===== config.mk =====
export PLATFORM = sky130hd
export DESIGN_NAME = mdio_master
export DESIGN_NICKNAME = d
export VERILOG_FILES = /design/src/rtl/mdio_pkg.sv /design/src/rtl/mdio_tick_gen.sv /design/src/rtl/mdio_bit_map.sv /design/src/rtl/mdio_frame_ctrl.sv /design/src/rtl/mdio_master.sv
export SDC_FILE = /design/constraint.sdc
export NUM_CORES = 1
export LEC_CHECK = 0
export BUFFER_PORTS_ARGS = -buffer_cell sky130_fd_sc_hd__buf_2
export CORE_MARGIN = 2
export CORE_UTILIZATION = 56
export CTS_CLUSTER_SIZE = 40
export DETAILED_ROUTE_END_ITERATION = 10
export PLACE_DENSITY = 0.82
export REMOVE_ABC_BUFFERS = 1
export SLEW_MARGIN = 20
export SYNTH_ARGS = -nofsm -noshare
export SYNTH_HDL_FRONTEND = slang
export SYNTH_SLANG_ARGS = --single-unit

===== constraint.sdc =====
create_clock -name clk -period 3.1 [get_ports clk]
set_clock_uncertainty 0.2 [all_clocks]
set_input_delay 0.155 -clock clk [delete_from_list [all_inputs] [get_ports clk]]
set_output_delay 0.155 -clock clk [all_outputs]
set_load 0.05 [all_outputs]

===== src/rtl/mdio_pkg.sv =====
package mdio_pkg;

    typedef enum logic {
        ST_IDLE = 1'b0,
        ST_RUN  = 1'b1
    } mdio_state_e;

    localparam int unsigned POS_W = 7;

    // Bit positions inside a full-length frame; a frame without preamble
    // starts at POS_START.
    localparam logic [POS_W-1:0] POS_FIRST = 7'd0;
    localparam logic [POS_W-1:0] POS_START = 7'd32;
    localparam logic [POS_W-1:0] POS_TA2   = 7'd47;
    localparam logic [POS_W-1:0] POS_DATA  = 7'd48;
    localparam logic [POS_W-1:0] POS_IDLE  = 7'd64;

    localparam logic [4:0] PHY_RESERVED = 5'h1F;

    typedef struct packed {
        logic        rd;
        logic [4:0]  phy;
        logic [4:0]  regad;
        logic [15:0] wdata;
    } mdio_cmd_t;

endpackage


===== src/rtl/mdio_tick_gen.sv =====
module mdio_tick_gen #(
    parameter int unsigned CNT_W = 6
) (
    input  logic             clk,
    input  logic             rst_n,
    input  logic             run_i,
    input  logic [CNT_W-1:0] half_i,
    output logic             tick_o
);

    localparam logic [CNT_W-1:0] ONE = {{(CNT_W-1){1'b0}}, 1'b1};

    logic [CNT_W-1:0] cnt_d, cnt_q;
    logic             last;

    assign last   = (cnt_q == (half_i - ONE));
    assign tick_o = run_i && last;

    always_comb begin
        cnt_d = cnt_q;
        if (!run_i || last) begin
            cnt_d = '0;
        end else begin
            cnt_d = cnt_q + ONE;
        end
    end

    always_ff @(posedge clk or negedge rst_n) begin
        if (!rst_n) begin
            cnt_q <= '0;
        end else begin
            cnt_q <= cnt_d;
        end
    end

endmodule


===== src/rtl/mdio_bit_map.sv =====
module mdio_bit_map
    import mdio_pkg::*;
(
    input  mdio_cmd_t        cmd_i,
    input  logic [POS_W-1:0] pos_i,
    output logic             bit_o,
    output logic             drive_o
);

    // Both vectors are laid out with position 0 at the most significant end.
    logic [64:0] val_vec;
    logic [64:0] oe_vec;
    logic [1:0]  opcode;
    logic [1:0]  ta_bits;
    logic [POS_W-1:0] idx;

    always_comb begin
        opcode  = cmd_i.rd ? 2'b10 : 2'b01;
        ta_bits = cmd_i.rd ? 2'b00 : 2'b10;
        val_vec = {32'hFFFF_FFFF, 2'b01, opcode, cmd_i.phy, cmd_i.regad,
                   ta_bits, cmd_i.wdata, 1'b0};
        oe_vec  = {{46{1'b1}}, {18{~cmd_i.rd}}, 1'b0};
        idx     = POS_IDLE - pos_i;
        bit_o   = val_vec[idx];
        drive_o = oe_vec[idx];
    end

endmodule


===== src/rtl/mdio_frame_ctrl.sv =====
module mdio_frame_ctrl
    import mdio_pkg::*;
#(
    parameter int unsigned CNT_W     = 6,
    parameter int unsigned HALF_SLOW = 40,
    parameter int unsigned HALF_MID  = 20,
    parameter int unsigned HALF_FAST = 10
) (
    input  logic             clk,
    input  logic             rst_n,
    input  logic             start_i,
    input  logic             op_read_i,
    input  logic             no_preamble_i,
    input  logic [1:0]       rate_sel_i,
    input  logic [4:0]       phy_addr_i,
    input  logic [4:0]       reg_addr_i,
    input  logic [15:0]      wr_data_i,
    input  logic             mdio_i,
    input  logic             tick_i,
    output logic             run_o,
    output logic [CNT_W-1:0] half_o,
    output mdio_cmd_t        cmd_o,
    output logic [POS_W-1:0] pos_o,
    output logic             mdc_o,
    output logic             done_o,
    output logic [15:0]      rd_data_o,
    output logic             rd_err_o
);

    typedef struct packed {
        mdio_state_e      state;
        logic [POS_W-1:0] pos;
        mdio_cmd_t        cmd;
        logic [CNT_W-1:0] half;
        logic             mdc;
        logic             done;
        logic [15:0]      rdsh;
        logic             err;
    } ctrl_t;

    localparam logic [POS_W-1:0] POS_ONE = {{(POS_W-1){1'b0}}, 1'b1};

    ctrl_t q, d;
    logic  accept;
    logic [CNT_W-1:0] half_sel;

    always_comb begin
        case (rate_sel_i)
            2'b01:   half_sel = CNT_W'(HALF_MID);
            2'b10:   half_sel = CNT_W'(HALF_FAST);
            default: half_sel = CNT_W'(HALF_SLOW);
        endcase
    end

    assign accept = start_i && (phy_addr_i != PHY_RESERVED);

    always_comb begin
        d      = q;
        d.done = 1'b0;
        case (q.state)
            ST_IDLE: begin
                if (accept) begin
                    d.state     = ST_RUN;
                    d.pos       = no_preamble_i ? POS_START : POS_FIRST;
                    d.cmd.rd    = op_read_i;
                    d.cmd.phy   = phy_addr_i;
                    d.cmd.regad = reg_addr_i;
                    d.cmd.wdata = wr_data_i;
                    d.half      = half_sel;
                    d.mdc       = 1'b0;
                    d.err       = 1'b0;
                end
            end
            ST_RUN: begin
                if (tick_i) begin
                    if (!q.mdc) begin
                        // rising MDC: sample the PHY on reads
                        d.mdc = 1'b1;
                        if (q.cmd.rd) begin
                            if (q.pos == POS_TA2) begin
                                d.err = (mdio_i != 1'b0);
                            end
                            if ((q.pos >= POS_DATA) && (q.pos < POS_IDLE)) begin
                                d.rdsh = {q.rdsh[14:0], mdio_i};
                            end
                        end
                    end else begin
                        // falling MDC: move to the next bit time
                        d.mdc = 1'b0;
                        if (q.pos == POS_IDLE) begin
                            d.state = ST_IDLE;
                            d.done  = 1'b1;
                        end else begin
                            d.pos = q.pos + POS_ONE;
                        end
                    end
                end
            end
            default: d.state = ST_IDLE;
        endcase
    end

    always_ff @(posedge clk or negedge rst_n) begin
        if (!rst_n) begin
            q <= '{state: ST_IDLE, pos: '0, cmd: '0, half: CNT_W'(HALF_SLOW),
                   mdc: 1'b0, done: 1'b0, rdsh: '0, err: 1'b0};
        end else begin
            q <= d;
        end
    end

    assign run_o     = (q.state == ST_RUN);
    assign half_o    = q.half;
    assign cmd_o     = q.cmd;
    assign pos_o     = q.pos;
    assign mdc_o     = q.mdc;
    assign done_o    = q.done;
    assign rd_data_o = q.rdsh;
    assign rd_err_o  = q.err;

endmodule


===== src/rtl/mdio_master.sv =====
module mdio_master
    import mdio_pkg::*;
#(
    parameter int unsigned CLK_FREQ_KHZ = 200000
) (
    input  logic        clk,
    input  logic        rst_n,
    input  logic        start_i,
    input  logic        op_read_i,
    input  logic        no_preamble_i,
    input  logic [1:0]  rate_sel_i,
    input  logic [4:0]  phy_addr_i,
    input  logic [4:0]  reg_addr_i,
    input  logic [15:0] wr_data_i,
    input  logic        mdio_i,
    output logic        mdc_o,
    output logic        mdio_o,
    output logic        mdio_oe_o,
    output logic        busy_o,
    output logic        done_o,
    output logic [15:0] rd_data_o,
    output logic        rd_err_o
);

    localparam int unsigned HALF_SLOW = CLK_FREQ_KHZ / (2 * 2500);
    localparam int unsigned HALF_MID  = CLK_FREQ_KHZ / (2 * 5000);
    localparam int unsigned HALF_FAST = CLK_FREQ_KHZ / (2 * 10000);
    localparam int unsigned CNT_W     = $clog2(HALF_SLOW + 1);

    logic             run;
    logic             tick;
    logic [CNT_W-1:0] half;
    mdio_cmd_t        cmd;
    logic [POS_W-1:0] pos;
    logic             bit_val;
    logic             bit_drv;

    mdio_tick_gen #(.CNT_W(CNT_W)) u_tick (
        .clk    (clk),
        .rst_n  (rst_n),
        .run_i  (run),
        .half_i (half),
        .tick_o (tick)
    );

    mdio_frame_ctrl #(
        .CNT_W     (CNT_W),
        .HALF_SLOW (HALF_SLOW),
        .HALF_MID  (HALF_MID),
        .HALF_FAST (HALF_FAST)
    ) u_ctrl (
        .clk           (clk),
        .rst_n         (rst_n),
        .start_i       (start_i),
        .op_read_i     (op_read_i),
        .no_preamble_i (no_preamble_i),
        .rate_sel_i    (rate_sel_i),
        .phy_addr_i    (phy_addr_i),
        .reg_addr_i    (reg_addr_i),
        .wr_data_i     (wr_data_i),
        .mdio_i        (mdio_i),
        .tick_i        (tick),
        .run_o         (run),
        .half_o        (half),
        .cmd_o         (cmd),
        .pos_o         (pos),
        .mdc_o         (mdc_o),
        .done_o        (done_o),
        .rd_data_o     (rd_data_o),
        .rd_err_o      (rd_err_o)
    );

    mdio_bit_map u_map (
        .cmd_i   (cmd),
        .pos_i   (pos),
        .bit_o   (bit_val),
        .drive_o (bit_drv)
    );

    assign busy_o    = run;
    assign mdio_oe_o = run && bit_drv;
    assign mdio_o    = mdio_oe_o && bit_val;

endmodule


### Yosys cells after proc, flatten, opt, wreduce, memory -nomap -nowiden

Index checks and enable logic that the tools add are counted.

| cells by class | value |
|---|---|
| add/sub/neg operators | 4 |
| magnitude comparators | 3 |
| bitwise logic cells | 3 |
| eq/ne operators | 13 |
| muxes and demuxes | 27 |
| reductions and logical operators | 12 |

Operators with widths:

| kind | number |
|---|---|
| $mux W17 | 3 |
| $mux W42 | 1 |
| $mux W19 | 1 |
| $mux W16 | 1 |
| $mux W8 | 2 |
| $pmux W8 S2 | 1 |
| $bmux W1 S7 | 2 |
| $mux W6 | 2 |
| $ne A2 B2 Y1 const B | 6 |
| $pmux W6 S2 | 1 |
| $reduce_and A5 Y1 | 2 |
| $lt A7 B8 Y1 const B | 1 |
| $mux W1 | 8 |
| $add A7 B1 Y7 const B | 1 |
| $eq A7 B6 Y1 const B | 1 |
| $eq A7 B7 Y1 const B | 1 |
| $ge A7 B6 Y1 const B | 1 |
| $lt A7 B7 Y1 const B | 1 |
| $mux W7 | 1 |
| $sub A7 B7 Y7 const A | 1 |
| $add A6 B1 Y6 const B | 1 |
| $eq A6 B6 Y1 | 1 |
| $sub A6 B1 Y6 const B | 1 |
| $logic_and A1 B1 Y1 | 5 |
| other kinds (11) | 16 |

| storage, ports and cells | value |
|---|---|
| flip-flop bits (word level) | 66 |
| word-level logic and storage cells | 74 |
| input bits | 34 |

### Longest topological paths before layout

Gate-level depths: netlist (run 1).

| logic depth | value |
|---|---|
| word-level depth | 7 |
| gate-level depth with buffers | 10 |
| depth with buffers taken out | 8 |

### By module

From an unflattened synthesis (run 1), not the netlist that was laid out.

| second synthesis, totals | value |
|---|---|
| cells, all modules | 297 |
| area, all modules | 3493.4 µm² |

By module, submodules not included:

| module | seq. area each (µm²) | area an instance (µm²) | times used | cells each |
|---|---|---|---|---|
| mdio_frame_ctrl | 1453.9 | 2404.8 | 1 | 170 |
| mdio_bit_map | 0.0 | 634.4 | 1 | 80 |
| mdio_tick_gen | 150.1 | 441.7 | 1 | 45 |
| mdio_master | 0.0 | 12.5 | 1 | 2 |

### Least setup slack after synthesis (run 1)

Ideal clock, no wire load.

| timing | value |
|---|---|
| path type | register to output |
| start point | register u_ctrl.q (netlist bit u_ctrl.pos_o[0]) |
| end point | output mdio_o |
| path buffers | 1 |
| cell stages (with the launch flop) | 10 |
| arrival | 3.009 ns |
| slack | -0.264 ns |
| cell sequence | dfrtp_1 -> buf_2 -> inv_1 -> ha_1 -> or3b_2 -> xor2_1 -> o31ai_1 -> a211oi_1 -> o31a_1 -> and3b_1 |

| between the ends | value |
|---|---|
| longest elaborated chain between the ends | 5 |
| elaborated cells on any way between the ends | 7 |

Ends and longest elaborated chain:

| what | line | RTL |
|---|---|---|
| start: declaration | mdio_frame_ctrl.sv:43 | `ctrl_t q, d;` |
| start signal: assignment | mdio_frame_ctrl.sv:105 | `q <= '{state: ST_IDLE, pos: '0, cmd: '0, half: CNT_W'(HALF_SLOW),` |
| $sub A7 B7 Y7 | mdio_bit_map.sv:23 | `idx = POS_IDLE - pos_i;` |
| $bmux W1 S7 | mdio_bit_map.sv:25 | `drive_o = oe_vec[idx];` |
| $mux W1 (implied by the code) | mdio_bit_map.sv:25 |  |
| $logic_and A1 B1 Y1 | mdio_master.sv:81 | `assign mdio_oe_o = run && bit_drv;` |
| net mdio_oe_o | mdio_master.sv:18 | `output logic mdio_oe_o,` |
| $logic_and A1 B1 Y1 | mdio_master.sv:82 | `assign mdio_o = mdio_oe_o && bit_val;` |
| end: declaration | mdio_master.sv:17 | `output logic mdio_o,` |

The timed path passes the listed nets, and every way through them passes these cells. The select of a mux whose other input is x is not followed.

### Worst setup path after layout (run 1)

| timing | value |
|---|---|
| start point | register u_ctrl.q (netlist bit u_ctrl.pos_o[0]) |
| end point | output mdio_o |

| between the ends | value |
|---|---|
| longest elaborated chain between the ends | 5 |
| elaborated cells on any way between the ends | 7 |

Ends and longest elaborated chain:

| what | line |
|---|---|
| $sub A7 B7 Y7 * | mdio_bit_map.sv:23 |
| $bmux W1 S7 | mdio_bit_map.sv:25 |
| $mux W1 (implied by the code) | mdio_bit_map.sv:25 |
| $logic_and A1 B1 Y1 | mdio_master.sv:81 |
| $logic_and A1 B1 Y1 * | mdio_master.sv:82 |

Mark *: on every way between the ends. The rest lies on a longest branch, timed or not. The select of a mux whose other input is x is not followed.

==> results of run 1 <==
[power breakdown]
| part | internal [mW] | switching [mW] |
|---|---|---|
| clock network | 0.470 | 0.320 |
| logic | 0.577 | 0.671 |
| registers | 0.985 | 0.164 |
[layout make-up]
cell class                      instances  area share, %
Tap cell                               75           2.17
Multi-Input combinational cell        196           39.6
Timing Repair Buffer                   95           15.3
Inverter                                9          0.780
Sequential cell                        64           37.1
Clock buffer                           10           3.18
Clock inverter                          6           1.91
[cells in the final DEF (no fill, tap or decap), drive strengths merged, types with 5 or more instances in the layout]
cell type	synthesis	layout
mux2	45	45
xnor2	10	10
xor2	9	9
dlygate4sd3	0	33
nand3	10	10
mux4	5	5
inv	9	9
buf	3	62
dfrtp	62	62
nor2	16	16
nor3	5	5
o21ai	10	10
clkbuf	9	10
nor2b	5	5
ha	9	9
nand2	14	14
[cell families after synthesis]
logic type,after synthesis
and+or+nand+nor,77
DFF,64
muxes,54
AOI/OAI and AO/OA,37
buffers and inverters,21
xor gates and xnor gates,19
adders and majority gates,9
[stage by stage]
stage | total power [mW] | setup WS, ns | TNS (ns) | cells
CTS | 3.16 | 0.0102 | 0 | 455
detailed placement | 2.32 | 0.282 | 0 | 406
floorplan | 2.03 | -0.394 | -1.04 | 269
global route | 3.38 | 0.00257 | 0 | 455
global placement | 2.27 | 0.385 | 0 | 406
finish | 3.19 | 0.122 | 0 | 455
[registers in the layout, indices dropped and copies added, names as in the netlist]
register	cells
u_ctrl.cmd_o	27
u_ctrl.rd_data_o	16
u_ctrl.pos_o	7
u_tick.cnt_q	6
u_ctrl.half_o	4
u_ctrl.done_o	1
u_ctrl.mdc_o	1
u_ctrl.rd_err_o	1
u_ctrl.run_o	1
[worst max-delay path by stage]
stage	start	to	slack, ns	cells past startpoint
after global routing	u_ctrl.pos_o[0]$_DFFE_PN0P_	mdio_o	0.003	9
after global placement	u_ctrl.pos_o[1]$_DFFE_PN0P_	mdio_o	0.38	9
after floorplan	u_ctrl.pos_o[0]$_DFFE_PN0P_	mdio_o	-0.39	8
after detailed placement	u_ctrl.pos_o[1]$_DFFE_PN0P_	mdio_o	0.28	9
after CTS	u_ctrl.pos_o[1]$_DFFE_PN0P_	mdio_o	0.01	8
final	u_ctrl.pos_o[0]$_DFFE_PN0P_	mdio_o	0.12	9
[metal layers]
| metal | up-vias | track usage, % | wire, µm |
|---|---|---|---|
| li1 | 1203 | - | - |
| met1 | 1193 | 29.0 | 3190 |
| met2 | 72 | 39.9 | 3590 |
| met3 | 9 | 4.62 | 368 |
| met4 | 0 | 9.50 | 73 |
| met5 | - | 0 | 0 |
[what timing repair did]
| action | CTS | global route |
|---|---|---|
| endpoints found under the hold margin | 74 | 0 |
| gates resized for setup | 3 | 5 |
| setup buffers | 0 | 0 |
| endpoints found under the setup margin | 1 | 1 |
| hold buffers | 33 | 0 |
==> run_results.csv, run 1 <==
group,metric,value,unit
logic_synthesis,synth_flop_cell,"dfrtp_1",
logic_synthesis,synth.top_cell.area_share,45.7,%
critical_path,r2r-end,"u_ctrl.rd_data_o[4]$_DFFE_PN0P_",
critical_path,path_class,"flip-flop to output port",
clock_tree,cts.path.max_buffers,2,
logic_synthesis,syn_avg_cell_area,12.1,µm²
critical_path,cp.required,2.74,ns
outcome,run_status,"completed",
critical_path,cp_num_buf_inv,2,
floorplan,initial_core_util,57.6,%
place,dpl_cell_area,3750,µm²
logic_synthesis,synth_top_family_by_area,"multiplexers",
sta,finalSetupViolations,0,
sta,period_share,96.1,%
sta,rsz0062_at_grt,"no",
drt,wirelength,7.22,mm
finish,final_nets,418,
sta,hold-worst-slack,0.169,ns
finish,drive_gt1_share,39.7,%
logic_synthesis,synthXorXnorAreaFrac,5.13,%
critical_path,critPathSlowestCell,"or3b_4",
place,dp_hpwl,4.67,mm
global_route,antenna_found_initial,0,
critical_path,cp-end-kind,"output port",
logic_synthesis,synthDistinctLibCells,57,
logic_synthesis,synthAdderAreaFrac,3.32,%
global_route,overflow,0,
finish,post-route-util,73.6,%
drt,drt_iter0_drc,75,
sta,final_max_slew_viol_count,0,
clock_tree,cts_root_buf,"clkbuf_8",
logic_synthesis,seq_area_frac_synth,47.3,%
logic_synthesis,yosysWarnings,0,
floorplan,row_count,28,
sta,slew_headroom,52.9,%
critical_path,r2r_setup_slack,0.38,ns
drt,vias_per_cell,5.44,
sta,period_needed,2.98,ns
global_route,grt_pass1_vias,2551,
pwr,peakVddDrop,0.674,mV
sta,worst_pin_slew,0.700,ns
drt,vias,2477,
clock_tree,cts.sinks,64,
logic_synthesis,synthMuxAreaShare,20.5,%
logic_synthesis,synth_compound_area_share,7.89,%
critical_path,ff2ff_path_depth,9,
critical_path,crit_arrival,2.62,ns
finish,n_fill_cell,414,
floorplan,fp.coreArea,5890,µm²
finish,multi_input_area,1710,µm²
finish,num_antenna_cells,0,
pwr,power_leakage,2.00,nW
logic_synthesis,synth-simple-area-share,12.7,%
logic_synthesis,synth_area,3390,µm²
logic_synthesis,netlist_instances,281,
logic_synthesis,netlist_top_cells_area,"dfrtp_1 46%, mux2_2 12%, mux2_4 4.4%",
critical_path,path_delay_family,"simple AND/OR/NAND/NOR gates",
floorplan,die_y,81.8,µm
logic_synthesis,yosys-top-cells-count,"62 x dfrtp_1, 35 x mux2_2, 16 x nor2_1",
drt,drc,0,
place,gp_congestion,0.837,
drt,wl_per_cell,15.9,µm
critical_path,r2r-start,"u_ctrl.half_o[4]$_DFFE_PN0P_",
place,port_buffers,55,
floorplan,die-area,6700,µm²
clock_tree,cts_tree,"done",
clock_tree,numCtsBuffers,9,
global_route,grt_max_degree,46,
sta,finalHoldViolCount,0,
logic_synthesis,synth_area_leader_cell,"dfrtp_1",
drt,ant_nets,0,
floorplan,io_pins,56,
sta,fmax,336,MHz
logic_synthesis,synth_edf_count,0,
logic_synthesis,yosysMostFrequentCell,"dfrtp_1",
clock_tree,clkSlewWorstSetupHoldPaths,0.07,ns
critical_path,cp_cell_sequence,"inv_1 > ha_2 > or3b_4 > xor2_2 > or2_2 > o221ai_1 > a31oi_1 > and3b_1 > buf_4",
finish,area_growth,27.7,%
pwr,power_density,736,nW/µm²
global_route,grt_pass1_wl,11.8,mm
critical_path,max_stage_delay,0.42,ns
hold_path,min_path_type,"input pin to async pin",
drt,drt_pass1_iterations,4,
finish,finish.instance_area,4330,µm²
flow_run,cap_violations,0,
logic_synthesis,synth_seq_cells,64,
clock_tree,clk_latency,0.33,ns
critical_path,crit_fanout,5,
finish,seqCellArea,1610,µm²
critical_path,start_kind,"flip-flop",
global_route,grtUsageTotal,23.3,%
logic_synthesis,async_flop_share,100,%
clock_tree,htreeDepth,3,
floorplan,die_w,81.8,µm
Power figures use the tool's default switching activity.
==> inputs of run 2 (changes only) <==
--- a/config.mk
+++ b/config.mk
@@ -5,12 +5,13 @@
 export SDC_FILE = /design/constraint.sdc
 export NUM_CORES = 1
 export LEC_CHECK = 0
-export BUFFER_PORTS_ARGS = -buffer_cell sky130_fd_sc_hd__buf_2
 export CORE_MARGIN = 2
-export CORE_UTILIZATION = 56
+export CORE_UTILIZATION = 61
 export CTS_CLUSTER_SIZE = 40
 export DETAILED_ROUTE_END_ITERATION = 10
-export PLACE_DENSITY = 0.82
+export DONT_BUFFER_PORTS = 1
+export PLACE_DENSITY = 0.8
+export RECOVER_POWER = 25
 export REMOVE_ABC_BUFFERS = 1
 export SLEW_MARGIN = 20
 export SYNTH_ARGS = -nofsm -noshare
==> run_results.csv, run 2 (synthesis gave the netlist of run 1 again) <==
group,metric,value,unit
finish,final_nets,365,
sta,period_share,96.0,%
place,dpl_cell_area,3490,µm²
drt,vias_per_cell,5.68,
sta,rsz0062_at_grt,"no",
clock_tree,clk_latency,0.34,ns
finish,finish.instance_area,4040,µm²
sta,fmax,336,MHz
finish,num_antenna_cells,0,
sta,finalHoldViolCount,0,
global_route,grt_pass1_wl,11.2,mm
clock_tree,cts.sinks,64,
critical_path,cp.required,2.74,ns
global_route,grtUsageTotal,23.7,%
finish,area_growth,19.2,%
finish,n_fill_cell,344,
critical_path,cp-end-kind,"output port",
pwr,peakVddDrop,0.622,mV
clock_tree,cts_root_buf,"clkbuf_8",
critical_path,crit_fanout,18,
outcome,run_status,"finished with violations",
drt,wl_per_cell,16.6,µm
drt,vias,2265,
pwr,power_density,773,nW/µm²
critical_path,critPathSlowestCell,"dfrtp_1",
sta,period_needed,2.98,ns
clock_tree,cts.path.max_buffers,2,
drt,drt_pass1_iterations,5,
drt,drc,0,
pwr,power_leakage,1.75,nW
place,gp_congestion,0.912,
drt,ant_nets,0,
sta,fin_ws,0.124,ns
outcome,violations,"max-capacitance violations, max-slew violations",
global_route,overflow,0,
clock_tree,cts_post_setup_buffers_inserted,0,
pwr,power,3.12,mW
floorplan,fp.coreArea,5440,µm²
critical_path,cp_cell_sequence,"buf_4 > nor3_1 > xnor2_2 > mux2i_1 > o221ai_1 > a31oi_1 > and3b_1 > buf_12",
place,dp_hpwl,4.19,mm
finish,final_common_cell,"dfrtp_1",
clock_tree,clkSlewWorstSetupHoldPaths,0.07,ns
global_route,grt_pass1_vias,2244,
clock_tree,htreeDepth,3,
sta,hold-worst-slack,0.0930,ns
drt,drt_iter0_drc,79,
finish,largest_reg_flops,27,
floorplan,io_pins,56,
finish,mostFrequentLayoutCells,"62 x dfrtp_1, 35 x mux2_2, 33 x dlygate4sd3_1",
critical_path,max_stage_delay,0.40,ns
clock_tree,numCtsBuffers,9,
drt,wirelength,6.62,mm
global_route,grt_max_degree,65,
critical_path,path_class,"flip-flop to output port",
finish,multi_input_area,1720,µm²
finish,seqCellArea,1600,µm²
sta,worst_pin_slew,1.50,ns
finish,drive_gt1_share,29.4,%
floorplan,initial_core_util,62.4,%
place,place_ws,0.355,ns
place,port_buffers,0,
sta,final_max_slew_viol_count,64,
sta,finalSetupViolations,0,
floorplan,die-area,6170,µm²
global_route,antenna_found_initial,0,
sta,slew_headroom,-0.228,%
critical_path,start_kind,"flip-flop",
finish,post-route-util,74.3,%
flow_run,cap_violations,1,
floorplan,row_count,27,
floorplan,die_w,78.6,µm
clock_tree,cts_tree,"done",
hold_path,min_path_type,"input pin to flip-flop",
floorplan,die_y,78.6,µm
critical_path,crit_arrival,2.62,ns
==> run 2: cell count changes in the layout (fill, tap and decap cells not counted), sizes merged <==
cell | before | now
clkinvlp | 1 | 2
clkbuf | 10 | 11
buf | 62 | 8
bufinv | 2 | 1
==> run 2: path summary, 6_finish.rpt <==
| path | from | endpoint | slack, ns | cells past startpoint |
|---|---|---|---|---|
| min in group asynchronous | rst_n | u_ctrl.rd_data_o[7]$_DFFE_PN0P_ | 0.56 | 2 |
| hold / removal | start_i | u_ctrl.rd_err_o$_DFFE_PN0P_ | 0.09 | 4 |
| hold reg to reg | u_tick.cnt_q[0]$_DFF_PN0_ | u_tick.cnt_q[0]$_DFF_PN0_ | 0.30 | 1 |
| setup / recovery | u_ctrl.pos_o[0]$_DFFE_PN0P_ | mdio_o | 0.12 | 8 |
| setup reg to reg | u_ctrl.half_o[4]$_DFFE_PN0P_ | u_ctrl.rd_data_o[0]$_DFFE_PN0P_ | 0.39 | 9 |
| max in group asynchronous | rst_n | u_ctrl.cmd_o[26]$_DFFE_PN0P_ | 1.26 | 2 |
==> run 2: worst max-delay path, delay by kind of cell (launching register included) <==
family / cells / cell delay [ns]
xor gates and xnor gates: 1 / 0.26
and+or+nand+nor: 2 / 0.62
AOI/OAI and AO/OA: 2 / 0.32
DFF: 1 / 0.40
buffers and inverters: 2 / 0.38
muxes: 1 / 0.29
==> run 2: power by group <==
group / leakage, nW / internal (mW) / switching, mW
logic: 0.845 / 0.615 / 0.639
registers: 0.813 / 0.983 / 0.195
clock network: 0.0920 / 0.367 / 0.325
==> run 2: per-layer routing <==
layer,global-route usage [%],up-vias,wire (µm)
li1,-,1101,-
met1,31.4,1092,2890
met2,36.5,67,3250
met3,7.24,5,438
met4,9.65,0,44
met5,0,-,0
==> run 2: final cells by class <==
class,count,share of cell area [%]
repair buffers,42,10.1
multi-input cells,196,42.5
clock buffers,10,3.16
clock inverters,6,1.49
flip-flops and latches,64,39.7
inverters,9,0.836
well taps,72,2.23
==> run 2: through the flow <==
step / instances / setup TNS [ns]
after floorplan: 269 / -1.04
after global placement: 349 / 0
after detailed placement: 349 / 0
after CTS: 399 / 0
after global routing: 399 / 0
final: 399 / 0
==> run 2: what timing repair did <==
action,4_1_cts,5_1_grt
pin swaps,0,0
gates resized for setup,2,5
hold buffers,34,0
hold endpoints to repair,98,0
setup endpoints to repair,1,1
==> inputs of run 3 (changes only) <==
--- a/config.mk
+++ b/config.mk
@@ -5,15 +5,18 @@
 export SDC_FILE = /design/constraint.sdc
 export NUM_CORES = 1
 export LEC_CHECK = 0
+export CELL_PAD_IN_SITES_DETAIL_PLACEMENT = 1
+export CELL_PAD_IN_SITES_GLOBAL_PLACEMENT = 1
 export CORE_MARGIN = 2
-export CORE_UTILIZATION = 61
+export CORE_UTILIZATION = 50
 export CTS_CLUSTER_SIZE = 40
 export DETAILED_ROUTE_END_ITERATION = 10
 export DONT_BUFFER_PORTS = 1
-export PLACE_DENSITY = 0.8
+export PLACE_DENSITY = 0.82
 export RECOVER_POWER = 25
 export REMOVE_ABC_BUFFERS = 1
 export SLEW_MARGIN = 20
 export SYNTH_ARGS = -nofsm -noshare
 export SYNTH_HDL_FRONTEND = slang
+export SYNTH_HIERARCHICAL = 1
 export SYNTH_SLANG_ARGS = --single-unit
==> run_results.csv, run 3 <==
group,metric,value,unit
sta,finalSetupViolations,2,
critical_path,max_stage_delay,0.43,ns
finish,drive_gt1_share,37.4,%
place,placed_cells,396,
drt,drt_iter0_drc,315,
global_route,use_met1,36.1,%
logic_synthesis,yosysWarnings,6,
drt,wirelength,13.1,mm
finish,num_antenna_cells,0,
finish,post-route-util,66.5,%
global_route,busiest_layer,"met2",
critical_path,cp-end-kind,"output port",
logic_synthesis,yosys-top-cells-count,"62 x dfrtp_1, 51 x mux2_2, 17 x nor2_1",
hold_path,min_path_type,"input pin to flip-flop",
logic_synthesis,netlist_instances,297,
sta,finalHoldViolCount,0,
logic_synthesis,synth_compound_area_share,8.74,%
critical_path,r2r_setup_slack,0.02,ns
logic_synthesis,synth_seq_cells,64,
global_route,grt_max_degree,65,
logic_synthesis,synth-simple-area-share,11.8,%
finish,n_fill_cell,632,
global_route,grtUsageMet3,6.41,%
floorplan,row_count,30,
outcome,run_status,"finished with violations",
clock_tree,clkSlewWorstSetupHoldPaths,0.08,ns
logic_synthesis,synth_top_family_by_area,"multiplexers",
floorplan,io_pins,56,
drt,vias_per_cell,6.41,
logic_synthesis,netlist_top_cells_area,"dfrtp_1 44%, mux2_2 16%, ha_1 3.2%",
outcome,violations,"max-capacitance violations, max-slew violations, negative setup slack",
logic_synthesis,synth_area,3490,µm²
critical_path,crit_fanout,5,
critical_path,r2r-start,"u_ctrl/half_o[1]$_DFFE_PN0P_",
clock_tree,cts_root_buf,"clkbuf_8",
place,dpl_cell_area,3690,µm²
global_route,grt_pass1_vias,2958,
drt,drc,0,
logic_synthesis,synth_edf_count,0,
floorplan,die_w,87.6,µm
finish,finish.instance_area,4520,µm²
place,dp_hpwl,5.30,mm
sta,period_share,110,%
logic_synthesis,async_flop_share,100,%
critical_path,cp_num_buf_inv,3,
logic_synthesis,seq_area_frac_synth,45.9,%
logic_synthesis,synthAdderAreaFrac,3.22,%
clock_tree,cts.sinks,64,
finish,area_growth,29.3,%
critical_path,cp.required,2.74,ns
global_route,grtUsageTotal,29.5,%
finish,largest_reg_flops,27,
logic_synthesis,synthDistinctLibCells,53,
logic_synthesis,yosysMostFrequentCell,"dfrtp_1",
global_route,antenna_found_initial,0,
sta,worst_pin_slew,1.61,ns
drt,ant_nets,0,
finish,mostFrequentLayoutCells,"62 x dfrtp_1, 51 x mux2_2, 34 x dlygate4sd3_1",
sta,rsz0062_at_grt,"yes",
sta,period_needed,3.40,ns
hold_path,hold_start,"phy_addr_i[3]",
critical_path,path_delay_family,"multiplexers",
logic_synthesis,synth.top_cell.area_share,44.4,%
critical_path,start_kind,"flip-flop",
logic_synthesis,synthMuxAreaShare,21.7,%
finish,final_common_cell,"dfrtp_1",
sta,slew_headroom,-7.37,%
logic_synthesis,syn_avg_cell_area,11.8,µm²
pwr,power_leakage,1.95,nW
logic_synthesis,synthXorXnorAreaFrac,4.44,%
floorplan,fp.coreArea,6790,µm²
floorplan,die_y,87.6,µm
global_route,use_met2,49.0,%
global_route,grt_pass1_wl,16.5,mm
drt,drt_pass1_iterations,7,
finish,final_nets,402,
flow_run,cap_violations,1,
critical_path,cp-startpoint,"u_ctrl/pos_o[0]$_DFFE_PN0P_",
clock_tree,cts_tree,"done",
floorplan,die-area,7670,µm²
floorplan,initial_core_util,51.4,%
clock_tree,clk_latency,0.36,ns
finish,fin_cells,460,
drt,vias,2950,
sta,fin_ws,-0.302,ns
drt,wl_per_cell,28.5,µm
critical_path,crit_arrival,3.05,ns
sta,fmax,294,MHz
global_route,overflow,0,
place,port_buffers,0,
critical_path,critPathSlowestCell,"dfrtp_1",
pwr,power_density,919,nW/µm²
logic_synthesis,synth_area_leader_cell,"dfrtp_1",
pwr,peakVddDrop,0.594,mV
clock_tree,numCtsBuffers,9,
critical_path,cp_cell_sequence,"inv_2 > ha_4 > buf_4 > mux2i_1 > mux2_2 > mux2i_2 > nor3b_1 > nor4_2 > o32a_1 > and3_4 > buf_12",
place,place_ws,0.218,ns
clock_tree,cts.path.max_buffers,2,
sta,fin_tns_setup,-0.539,ns
logic_synthesis,synth_flop_cell,"dfrtp_1",
clock_tree,htreeDepth,3,
critical_path,path_class,"flip-flop to output port",
sta,final_max_slew_viol_count,65,
place,gp_congestion,0.819,
[run 3: changes by cell type in the layout (fill, tap and decap cells not counted), moves of 3 or more]
cell / change
inv_1: +5
nand4_1: -3
a211oi_1: +5
mux2_2: +16
buf_12: +3
buf_4: +15
mux2_4: -10
or3_1: -3
nor2b_1: -3
o21ai_0: -4
nor4_2: +3
a21oi_1: +8
[run 3: cell type report]
class | count | area (µm²) | share of cell area [%]
tap | 96 | 120 | 2.66
inverter | 14 | 52.6 | 1.16
sequential | 64 | 1600 | 35.5
clock inverter | 5 | 78.8 | 1.74
clock buffer | 11 | 151 | 3.35
multi-input combinational | 206 | 1870 | 41.4
timing repair buffer | 64 | 642 | 14.2
[run 3: path summary, 6_finish.rpt]
path | end | cells past startpoint
setup / recovery | mdio_o | 11
hold / removal | u_ctrl/half_o[3]$_DFFE_PN1P_ | 3
setup reg to reg | u_ctrl/rd_data_o[1]$_DFFE_PN0P_ | 11
hold reg to reg | u_ctrl/half_o[3]$_DFFE_PN1P_ | 2
max in group asynchronous | u_ctrl/pos_o[2]$_DFFE_PN0P_ | 2
min in group asynchronous | u_ctrl/cmd_o[6]$_DFFE_PN0P_ | 2
[run 3: cells by family after synthesis]
family | after synthesis
other | 1
adder cells (fa/ha/maj) | 9
multiplexers | 63
AO/OA/AOI/OAI | 44
flip-flops | 64
buffers and inverters | 27
AND/OR/NAND/NOR | 73
XOR/XNOR | 16
[run 3: tightest hold or removal path, cell delays in order]
cell	delay, ns
a311oi_4	0.08
buf_4	0.22
mux2i_1	0.15
[run 3: per-layer routing]
metal,wire length [µm],share of wire (%)
met5,0,0
met2,6550,50
met1,4820,37
met4,844,6.4
met3,901,6.9
[run 3: where the power goes]
| part | leakage, nW | internal, mW | total (mW) | switching, mW |
|---|---|---|---|---|
| combinational | 1.01 | 0.981 | 2.16 | 1.18 |
| sequential | 0.820 | 0.950 | 1.11 | 0.164 |
| clock | 0.119 | 0.496 | 0.873 | 0.377 |
[run 3: what timing repair did]
action | in CTS | in global routing
setup buffers | 4 | 8
hold endpoints to repair | 100 | 0
gates resized for setup | 12 | 16
hold buffers | 35 | 0
pin swaps | 4 | 9
cloned | 0 | 1
endpoints found under the setup margin | 2 | 18
[run 3: per-stage QoR]
| stage | total power [mW] | hold WS [ns] |
|---|---|---|
| 5_1_grt | 4.28 | 0.0656 |
| 4_1_cts | 3.59 | 0.0181 |
| 2_1_floorplan | 2.11 | -0.341 |
| 3_3_place_gp | 2.48 | -0.339 |
| 6_report | 4.15 | 0.0561 |
| 3_5_place_dp | 2.54 | -0.340 |
